<file path="config.mk">
export PLATFORM = sky130hd
export DESIGN_NAME = lsusb_rx
export DESIGN_NICKNAME = d
export VERILOG_FILES = /design/src/rtl/lsrx_pkg.sv /design/src/rtl/lsrx_sync.sv /design/src/rtl/lsrx_phase.sv /design/src/rtl/lsrx_decode.sv /design/src/rtl/lsusb_rx.sv
export SDC_FILE = /design/constraint.sdc
export NUM_CORES = 1
export LEC_CHECK = 0
export BUFFER_PORTS_ARGS = -buffer_cell sky130_fd_sc_hd__buf_2
export CAP_MARGIN = 20
export CORE_MARGIN = 1
export CORE_UTILIZATION = 62
export CTS_CLUSTER_DIAMETER = 60
export DETAILED_ROUTE_END_ITERATION = 10
export PLACE_DENSITY_LB_ADDON = 0.05
export RECOVER_POWER = 50
export SYNTH_ARGS = -nofsm -noshare
export SYNTH_HDL_FRONTEND = slang
export SYNTH_HIERARCHICAL = 1
export SYNTH_SLANG_ARGS = --single-unit
export TNS_END_PERCENT = 50
</file>
<file path="constraint.sdc">
create_clock -name clk -period 4.7 [get_ports clk]
set_input_delay 0.94 -clock clk [delete_from_list [all_inputs] [get_ports clk]]
set_output_delay 0.94 -clock clk [all_outputs]
set_load 0.005 [all_outputs]
</file>
<file path="src/rtl/lsrx_pkg.sv">
package lsrx_pkg;
    localparam int BYTE_W    = 8;
    localparam int STUFF_RUN = 6;

    typedef enum logic [1:0] {
        ST_HUNT,
        ST_CHECK_K,
        ST_SECOND_K,
        ST_RECEIVE
    } lsrx_state_e;
endpackage

</file>
<file path="src/rtl/lsrx_sync.sv">
module lsrx_sync #(
    parameter int               WIDTH   = 2,
    parameter int               STAGES  = 2,
    parameter logic [WIDTH-1:0] RST_VAL = '0
) (
    input  logic             clk,
    input  logic             rst_n,
    input  logic [WIDTH-1:0] d,
    output logic [WIDTH-1:0] q
);
    logic [WIDTH-1:0] chain [STAGES];

    always_ff @(posedge clk or negedge rst_n) begin
        if (!rst_n) chain[0] <= RST_VAL;
        else        chain[0] <= d;
    end

    for (genvar s = 1; s < STAGES; s++) begin : g_stage
        always_ff @(posedge clk or negedge rst_n) begin
            if (!rst_n) chain[s] <= RST_VAL;
            else        chain[s] <= chain[s-1];
        end
    end

    assign q = chain[STAGES-1];
endmodule

</file>
<file path="src/rtl/lsrx_phase.sv">
// Sample-point generator: restarts on every D- change, ticks near bit centre.
module lsrx_phase #(
    parameter int OVS = 8
) (
    input  logic clk,
    input  logic rst_n,
    input  logic dm_s,
    output logic tick,
    output logic dm_fall
);
    localparam int PH_W = $clog2(OVS);
    localparam logic [PH_W-1:0] PH_LAST   = PH_W'(OVS - 1);
    localparam logic [PH_W-1:0] PH_SAMPLE = PH_W'(OVS / 2 - 1);

    logic            dm_d;
    logic [PH_W-1:0] ph;
    logic            dm_edge;

    assign dm_edge = dm_s ^ dm_d;
    assign dm_fall = dm_d & ~dm_s;
    assign tick    = (ph == PH_SAMPLE) && !dm_edge;

    always_ff @(posedge clk or negedge rst_n) begin
        if (!rst_n) begin
            dm_d <= 1'b1;
            ph   <= '0;
        end else begin
            dm_d <= dm_s;
            if (dm_edge)           ph <= PH_W'(1);
            else if (ph == PH_LAST) ph <= '0;
            else                   ph <= ph + PH_W'(1);
        end
    end
endmodule

</file>
<file path="src/rtl/lsrx_decode.sv">
// NRZI decoder, stuffed-bit removal, LSB-first byte assembly.
module lsrx_decode
    import lsrx_pkg::*;
(
    input  logic              clk,
    input  logic              rst_n,
    input  logic              start,
    input  logic              bit_en,
    input  logic              line_lvl,
    output logic              byte_done,
    output logic [BYTE_W-1:0] byte_out
);
    localparam int RUN_W = $clog2(STUFF_RUN + 1);
    localparam int CNT_W = $clog2(BYTE_W);

    logic              last_lvl;
    logic [RUN_W-1:0]  ones;
    logic [CNT_W-1:0]  nbits;
    logic [BYTE_W-2:0] shreg;
    logic              bit_val;
    logic              stuffed;

    assign bit_val   = (line_lvl == last_lvl);
    assign stuffed   = (ones == RUN_W'(STUFF_RUN));
    assign byte_out  = {bit_val, shreg};
    assign byte_done = bit_en && !stuffed && (nbits == CNT_W'(BYTE_W - 1));

    always_ff @(posedge clk or negedge rst_n) begin
        if (!rst_n) begin
            last_lvl <= 1'b0;
            ones     <= '0;
            nbits    <= '0;
            shreg    <= '0;
        end else if (start) begin
            last_lvl <= 1'b0;
            ones     <= '0;
            nbits    <= '0;
        end else if (bit_en) begin
            last_lvl <= line_lvl;
            if (stuffed) begin
                ones <= '0;
            end else begin
                ones  <= bit_val ? ones + RUN_W'(1) : '0;
                shreg <= byte_out[BYTE_W-1:1];
                nbits <= nbits + CNT_W'(1);
            end
        end
    end
endmodule

</file>
<file path="src/rtl/lsusb_rx.sv">
module lsusb_rx
    import lsrx_pkg::*;
#(
    parameter int OVS       = 8,
    parameter int SYNC_FF   = 2,
    parameter int MAX_BYTES = 8
) (
    input  logic       clk,
    input  logic       rst_n,
    input  logic       dp_in,
    input  logic       dm_in,
    output logic [7:0] rx_byte,
    output logic       rx_valid,
    output logic       rx_eop,
    output logic       rx_overflow,
    output logic       rx_active
);
    localparam int CNT_W = $clog2(MAX_BYTES + 1);

    logic [1:0]        lines_s;
    logic              dp_s, dm_s;
    logic              tick, dm_fall;
    logic              is_k, is_se0;
    logic              se0_seen;
    logic [CNT_W-1:0]  nbytes;
    logic              over;
    logic              dec_start, bit_en, byte_done;
    logic [BYTE_W-1:0] byte_out;
    logic              end_of_pkt;
    lsrx_state_e       state, state_nx;

    lsrx_sync #(.WIDTH(2), .STAGES(SYNC_FF), .RST_VAL(2'b10)) u_sync (
        .clk(clk), .rst_n(rst_n), .d({dm_in, dp_in}), .q(lines_s)
    );
    assign dm_s = lines_s[1];
    assign dp_s = lines_s[0];

    lsrx_phase #(.OVS(OVS)) u_phase (
        .clk(clk), .rst_n(rst_n), .dm_s(dm_s), .tick(tick), .dm_fall(dm_fall)
    );

    assign is_k       = dp_s & ~dm_s;
    assign is_se0     = ~dp_s & ~dm_s;
    assign over       = (nbytes == CNT_W'(MAX_BYTES));
    assign dec_start  = (state == ST_SECOND_K);
    assign bit_en     = tick && (state == ST_RECEIVE) && !is_se0;   // SE0 never decoded
    assign end_of_pkt = tick && (state == ST_RECEIVE) && is_se0 && se0_seen;

    lsrx_decode u_dec (
        .clk(clk), .rst_n(rst_n), .start(dec_start), .bit_en(bit_en),
        .line_lvl(dm_s), .byte_done(byte_done), .byte_out(byte_out)
    );

    // Next-state logic
    always_comb begin
        state_nx = state;
        unique case (state)
            ST_HUNT:     if (dm_fall) state_nx = ST_CHECK_K;
            ST_CHECK_K:  if (tick)    state_nx = is_k ? ST_SECOND_K : ST_HUNT;
            ST_SECOND_K: if (tick)    state_nx = is_k ? ST_RECEIVE  : ST_HUNT;
            ST_RECEIVE:  if (end_of_pkt || (byte_done && over)) state_nx = ST_HUNT;
            default:     state_nx = ST_HUNT;
        endcase
    end

    always_ff @(posedge clk or negedge rst_n) begin
        if (!rst_n) state <= ST_HUNT;
        else        state <= state_nx;
    end

    // Packet bookkeeping: SE0 history and byte count
    always_ff @(posedge clk or negedge rst_n) begin
        if (!rst_n) begin
            se0_seen <= 1'b0;
            nbytes   <= '0;
        end else if (state != ST_RECEIVE) begin
            se0_seen <= 1'b0;
            nbytes   <= '0;
        end else begin
            if (tick)      se0_seen <= is_se0;
            if (byte_done && !over) nbytes <= nbytes + CNT_W'(1);
        end
    end

    // Outputs
    always_ff @(posedge clk or negedge rst_n) begin
        if (!rst_n) begin
            rx_byte     <= '0;
            rx_valid    <= 1'b0;
            rx_eop      <= 1'b0;
            rx_overflow <= 1'b0;
        end else begin
            rx_valid    <= byte_done && !over;
            rx_eop      <= end_of_pkt;
            rx_overflow <= byte_done && over;
            if (byte_done && !over) rx_byte <= byte_out;
        end
    end

    assign rx_active = (state == ST_RECEIVE);
endmodule

</file>
### Yosys cells after proc, flatten, opt, wreduce, memory -nomap -nowiden

Cells that the tools add are included.

* multiplexer cells: 22
* add/subtract/negate cells: 4
* shift operators: 0
* eq/ne operators: 15
* reduce and logical (&&, ||, !) cells: 21
* bitwise gates (word level): 8
* multipliers: 0
* $lt $le $gt $ge: 0
* divide/modulo/power cells: 0

Operator list (number)
* two-way mux 3 bit: 9
* two-way mux 2 bit: 6
* inequality test 2 bit, second input constant: 5
* adder 3 x 1 -> 3 bit, second input constant: 3
* equality test 3 bit, second input constant: 3
* logical AND 1 bit: 9
* two-way mux 4 bit: 2
* one-hot mux 2 bit (4 select lines): 1
* nonzero test 2 bit: 3
* adder 4 x 1 -> 4 bit, second input constant: 1
* equality test 2 bit, second input constant: 2
* equality test 4 bit, second input constant: 1
* zero test 1 bit: 4
* two-way mux 1 bit: 4
* NOT 1 bit: 4
* AND reduction 4 bit: 1
* AND 1 bit: 3
* equality test 3 x 2 -> 1 bit, second input constant: 1
* AND reduction 3 bit: 1
* equality test 2 x 1 -> 1 bit, second input constant: 1
* zero test 2 bit: 1
* inequality test 2 x 1 -> 1 bit, second input constant: 1
* AND reduction 2 bit: 1
* equality test 1 bit: 1
* other kinds (2): 2

* logic and storage cells: 85
* bits of input ports: 4
* latch bits: 0
* bits in registers: 40
* RAM bits: 0
* memories: 0
* output and inout bits: 12
* bits in read-only memories: 0

### Logic depth before layout (Yosys ltp)

* depth after elaboration: 11
* mapped depth: 10
* gate-level depth less buffers: 9

### Hierarchy

The synthesis kept the hierarchy.

By module, submodules not included
* lsusb_rx: area an instance 803.3 um2, cells an instance 68, seq. area each 450.4 um2, times used 1
* lsrx_decode: area an instance 673.1 um2, cells an instance 52, seq. area each 350.3 um2, times used 1
* lsrx_phase: area an instance 185.2 um2, cells an instance 14, seq. area each 101.3 um2, times used 1
* lsrx_sync: area an instance 117.6 um2, cells an instance 6, seq. area each 102.6 um2, times used 1

### Worst setup path before layout

OpenSTA, ideal clock, no wires.

* path type: flip-flop to flip-flop
* start: reg u_sync.chain (netlist bit u_sync/q[1])
* end: reg state[0]
* path slack: 1.908 ns
* data arrival time: 2.661 ns
* stages on the path, launching flop included: 11
* clock period less this slack: 2.792 ns
* required time: 4.569 ns
* path buffers: 1
* setup time: 0.131 ns
* cell sequence: dfstp_2 -> buf_4 -> inv_1 -> ha_1 -> and2_1 -> nor3b_1 -> a21boi_4 -> and2_2 -> and4b_1 -> nor3b_1 -> or3_1

* cells in the longest elaborated chain, start to end: 11
* elaborated cells between the ends (all ways): 24
* classes of those cells: eq/ne (4); mux (3); bitwise (5); reduce/logical (12)

Ends and longest elaborated chain
* from (decl): RTL line lsrx_sync.sv:11 `logic [WIDTH-1:0] chain [STAGES];`
* from (signal, indexed assignment): RTL line lsrx_sync.sv:21 `else chain[s] <= chain[s-1];`
* XOR 1 bit: RTL line lsrx_phase.sv:19 `assign dm_edge = dm_s ^ dm_d;`
* zero test 1 bit: RTL line lsrx_phase.sv:21 `assign tick = (ph == PH_SAMPLE) && !dm_edge;`
* logical AND 1 bit: RTL line lsrx_phase.sv:21
* net tick: RTL line lsusb_rx.sv:22 `logic tick, dm_fall;`
* logical AND 1 bit (2 in a row): RTL line lsusb_rx.sv:46 `assign bit_en = tick && (state == ST_RECEIVE) && !is_se0;`
* net bit_en: RTL line lsusb_rx.sv:27 `logic dec_start, bit_en, byte_done;`
* logical AND 1 bit (2 in a row): RTL line lsrx_decode.sv:26 `assign byte_done = bit_en && !stuffed && (nbits == CNT_W'(BYTE_W - 1));`
* net byte_done: RTL line lsusb_rx.sv:27
* logical AND 1 bit: RTL line lsusb_rx.sv:61 `ST_RECEIVE: if (end_of_pkt || (byte_done && over)) state_nx = ST_HUNT;`
* logical OR 1 bit: RTL line lsusb_rx.sv:61
* inequality test 2 x 1 -> 1 bit (no line)
* AND reduction 4 bit (no line)
* to (signal assigned): RTL line lsusb_rx.sv:68 `else state <= state_nx;`
* to (decl): RTL line lsusb_rx.sv:30 `lsrx_state_e state, state_nx;`

The timed path passes the listed nets, and every way through them passes these cells. The select of a mux whose other input is x is not followed.
A chain may end at the register's enable or synchronous reset.

### Final worst setup path

* start: reg u_sync.chain (netlist bit u_sync/q[1])
* end: reg rx_byte[6]

* cells in the longest elaborated chain, start to end: 8
* elaborated cells between the ends (all ways): 11
* classes of those cells: bitwise (3); reduce/logical (8)

Ends and longest elaborated chain
* XOR 1 bit: RTL line lsrx_phase.sv:19
* zero test 1 bit: RTL line lsrx_phase.sv:21
* logical AND 1 bit: RTL line lsrx_phase.sv:21
* net tick: RTL line lsusb_rx.sv:22
* logical AND 1 bit (2 in a row): RTL line lsusb_rx.sv:46
* net bit_en: RTL line lsusb_rx.sv:27
* logical AND 1 bit (2 in a row): RTL line lsrx_decode.sv:26
* net byte_done: RTL line lsusb_rx.sv:27
* logical AND 1 bit: RTL line lsusb_rx.sv:96 `if (byte_done && !over) rx_byte <= byte_out;`
* to (signal assigned): RTL line lsusb_rx.sv:96
* to (decl): RTL line lsusb_rx.sv:12 `output logic [7:0] rx_byte,`

The timed path passes the listed nets, and every way through them passes these cells.

==> metrics list <==
- Status: complete, but fails checks
- Failing checks: capacitance limit, slew limit
- Synth warn: 6
* Count of H-tree levels built during CTS: 2
* Static leakage power: roughly 0.00098 uW
- Setup Total Neg Slack: 0 ns
- Average cell area after synthesis: about 13 um2
* Max Buffers Root-to-Sink: 2
* Max-cap check violation count: 1
* Setup slack at placement: around 1.5 ns
- Relative contribution of combinational cells to total power: between 10% and 20%
- Skew-Pair Late Insertion Delay: approximately 0.36 ns
- Post-CTS repair changed the size of 0 cells.
- Total of buffers placed on input and output ports: 15
- In this run the power density over the cells is between 300 and 400 nW/um2.
- For the finished layout, the period the worst path requires is 3.15 ns.
* Global placer's final weighted congestion: around 0.75
- CP arrival: 3.40 ns
- Overall power consumption after layout is estimated at 653 uW.
* Proportion of total power due to net switching: around 28%
* Overall track demand over capacity in global routing: around 20%
- Final antenna-violating net count: 0
- The die covers ~3000 um2.
- On the critical path, the stage with the largest delay is an instance of sky130_fd_sc_hd__dfstp_1.
- Antenna diode count: 0
- Broken down by cell family, the worst path's largest delay share belongs to simple AND/OR/NAND/NOR gates.
- Tightest Pin Transition: roughly 2.0 ns
* Post-synth net total: around 150
- Num ports: 16
* Sequential element share of the synthesized area: a little under three fifths
- After filler insertion, the fill cell instance count of the layout stands at 193.
- Global route overflow: 0
* Total setup buffers inserted after CTS: 0
* Core Footprint: 2730 um2
- Clock-pin slew was measured on the worst setup and hold paths at 0.12 ns.
* Max-slew violation count: 41
- Initial cell density of the core: between 60% and 70%
* Worst max-slew margin expressed relative to the limit: -34.2%
- Post-synth EDFFs: 0
- Number of global-route vias before repair: ~1100
* Router iterations before antenna repair: 4
* Period utilisation layout: 67.0%
- Number of antenna violations at the first check in global routing: 0
* Root Driver: sky130_fd_sc_hd__clkbuf_4
- The most common cell in the synthesized netlist is sky130_fd_sc_hd__dfrtp_1.
- Entering global routing, the biggest net connects a little over 40 pins.
- Highest fanout seen on the critical path: 11
- The most used flip-flop cell after synthesis is sky130_fd_sc_hd__dfrtp_1.
* Starting DRT DRC Count: 13
- Post-detailed-route wirelength per cell: 14.3 um
- Share of the core filled with cells in the final layout: 69.7%
* Number of synthesized register bits: 40
- Vias: ~1100
- For this run, the slowest stage of the critical path takes 0.66 ns.
* Share of power burned in registers: about three fifths
- The synthesized netlist occupies a cell area of approximately 1800 um2.
* Final setup margin: approximately 1.6 ns
* Placement Rows: 19
* Detailed Place HPWL: just under 2000 um
* Type of the worst min-delay path: register to register
* Switching power total: about 180 uW
- In the routed layout, each cell is associated on average with a via count of about 5.6.
- Clock network power share: a little over a quarter
- The critical path goes through inv_1, ha_1, and2_1, nor3b_1, a21boi_4, and2_2, o21ai_1, mux2_2.
- The commonest cells after synthesis are 37 x sky130_fd_sc_hd__dfrtp_1, 11 x sky130_fd_sc_hd__nand2_1, 10 x sky130_fd_sc_hd__ha_1, 10 x sky130_fd_sc_hd__inv_1, 10 x sky130_fd_sc_hd__nor2_1.
- Buffers inserted to repair hold after CTS numbered 0.
- Clock tree synthesis found a total of 40 sinks.
* IR drop worst, VDD: 0.290 mV
* RSZ-0062 raised after global routing: no
- Cells with a size suffix above 1 make up 25.9% of the layout.
- Cell count after synthesis: 140
- Launch instance of the worst min-delay path: u_sync/chain[3]
- Internal power comes to between 400 and 500 uW.
* Worst setup path class: register to register
- Launch point of the worst path: u_sync/q[1]
- Setup violations remaining at the end of the flow were counted as 0.
- Die Span Y: around 56 um
- Final net count: 171
- Peak Freq: 318 MHz
- Critical path launch point type: register
- The worst setup path is captured at a register.
- The die is between 50 and 60 um wide.
* Count of different cell masters after synthesis: 32
- Counting both buffers and inverters, the worst setup path holds a total of 1.
* Proportion of netlist area held by the largest area contributor: 52.0%
- Area growth from synthesis to layout: 7.17%
- Global-route wire length before repair: roughly 4700 um
* TritonCTS clock tree: done
* Final hold violation count: 0
- Total wire length: between 2000 and 3000 um
* Number of buffers created by CTS: 5
- Counting flops with an async set or reset pin after synthesis yields a share of 100%.
- Summed over all instances, the cell type with the most area after synthesis is sky130_fd_sc_hd__dfrtp_1.
- Clock Skews: approximately 0.018 ns
- Req. time, crit path: 4.95 ns
- Number of DRC violations after detailed routing: 0
- The worst register-to-register path begins at u_sync/q[1].
- Biggest area contributors in the synthesized netlist: sky130_fd_sc_hd__dfrtp_1 52%, sky130_fd_sc_hd__ha_1 7.0%, sky130_fd_sc_hd__mux2_2 5.1%, sky130_fd_sc_hd__mux2_4 5.1%, sky130_fd_sc_hd__dfstp_2 4.4%
state kept, by name, summed over array words and instances (netlist names):
name / cells
u_sync/q: 2
u_phase/dm_d: 1
u_dec/nbits: 3
u_phase/ph: 3
u_dec/shreg: 7
nbytes: 4
rx_valid: 1
rx_byte: 8
se0_seen: 1
rx_eop: 1
state: 2
rx_overflow: 1
u_sync/chain: 2
u_dec/last_lvl: 1
u_dec/ones: 3
worst reg2reg max path, stage by stage (launching register included):
cell and delay, ns:
sky130_fd_sc_hd__dfstp_1 0.66, sky130_fd_sc_hd__inv_1 0.08, sky130_fd_sc_hd__ha_1 0.31, sky130_fd_sc_hd__and2_1 0.23, sky130_fd_sc_hd__nor3b_1 0.48, sky130_fd_sc_hd__a21boi_4 0.35
sky130_fd_sc_hd__and2_2 0.22, sky130_fd_sc_hd__o21ai_1 0.33, sky130_fd_sc_hd__mux2_2 0.41
routing by layer:
layer / routed length (um) / track usage, % / vias up
met5: 0 / 0 / -
li1: - / - / 501
met3: 121 / 5.12 / 7
met4: 57 / 12.9 / 0
met2: 1300 / 32.7 / 21
met1: 1220 / 24.9 / 531
logic make-up (layout without fill, tap and decap cells):
kind of cell | Yosys count | count (layout) | share of synthesized area [%]
DFF | 40 | 40 | 56.5
muxes | 20 | 20 | 13.5
xor gates and xnor gates | 3 | 3 | 1.48
buffers and inverters | 15 | 33 | 4.43
AOI/OAI and AO/OA | 11 | 11 | 4.29
adders and majority gates | 10 | 10 | 7.03
and+or+nand+nor | 41 | 41 | 12.8
final timing paths:
check / endpoint / slack (ns) / depth (start not counted)
min in group asynchronous: rx_eop / 1.13 / 1
hold reg to reg: u_sync/q[1] / 0.37 / 0
hold / removal: u_sync/q[1] / 0.37 / 0
max in group asynchronous: u_dec/last_lvl / 2.41 / 1
setup / recovery: rx_byte[6] / 1.55 / 8
setup reg to reg: rx_byte[6] / 1.55 / 8
cell type report:
type	instances	area, um2	area share, %
Inverter	10	37.5	1.97
Clock inverter	3	18.8	0.984
Clock buffer	5	37.5	1.97
Multi-Input combinational cell	85	696	36.5
Sequential cell	40	1000	52.7
Tap cell	31	38.8	2.03
Timing Repair Buffer	15	73.8	3.87
power groups by stage:
| stage | combinational (uW) | sequential [uW] | clock [uW] |
|---|---|---|---|
| 5_1_grt | 96.3 | 402 | 191 |
| 2_1_floorplan | 68.1 | 396 | 0 |
| 6_report | 83.8 | 397 | 172 |
| 4_1_cts | 85.5 | 397 | 179 |
| 3_3_place_gp | 81.9 | 401 | 0 |
| 3_5_place_dp | 85.4 | 404 | 0 |
cells in the final DEF, fill, tap and decap left out, types with 4 or more instances in the layout:
cell                        n
sky130_fd_sc_hd__ha_1      10
sky130_fd_sc_hd__buf_2     14
sky130_fd_sc_hd__o21ai_0    5
sky130_fd_sc_hd__inv_1     10
sky130_fd_sc_hd__mux2_2     8
sky130_fd_sc_hd__nor2_1    10
sky130_fd_sc_hd__mux2i_1    6
sky130_fd_sc_hd__nor3b_1    4
sky130_fd_sc_hd__clkbuf_4   5
sky130_fd_sc_hd__nand2_1   11
sky130_fd_sc_hd__mux2_4     6
sky130_fd_sc_hd__dfrtp_1   37
stage by stage:
| step | hold WS (ns) | cell area (um2) | std cells |
|---|---|---|---|
| after floorplan | 0.331 | 1780 | 140 |
| after global placement | 0.335 | 1850 | 181 |
| after detailed placement | 0.357 | 1850 | 181 |
| after CTS | 0.373 | 1910 | 189 |
| after global routing | 0.379 | 1910 | 189 |
| final | 0.374 | 1910 | 189 |
Note: power is estimated with default switching activity, not from simulation.
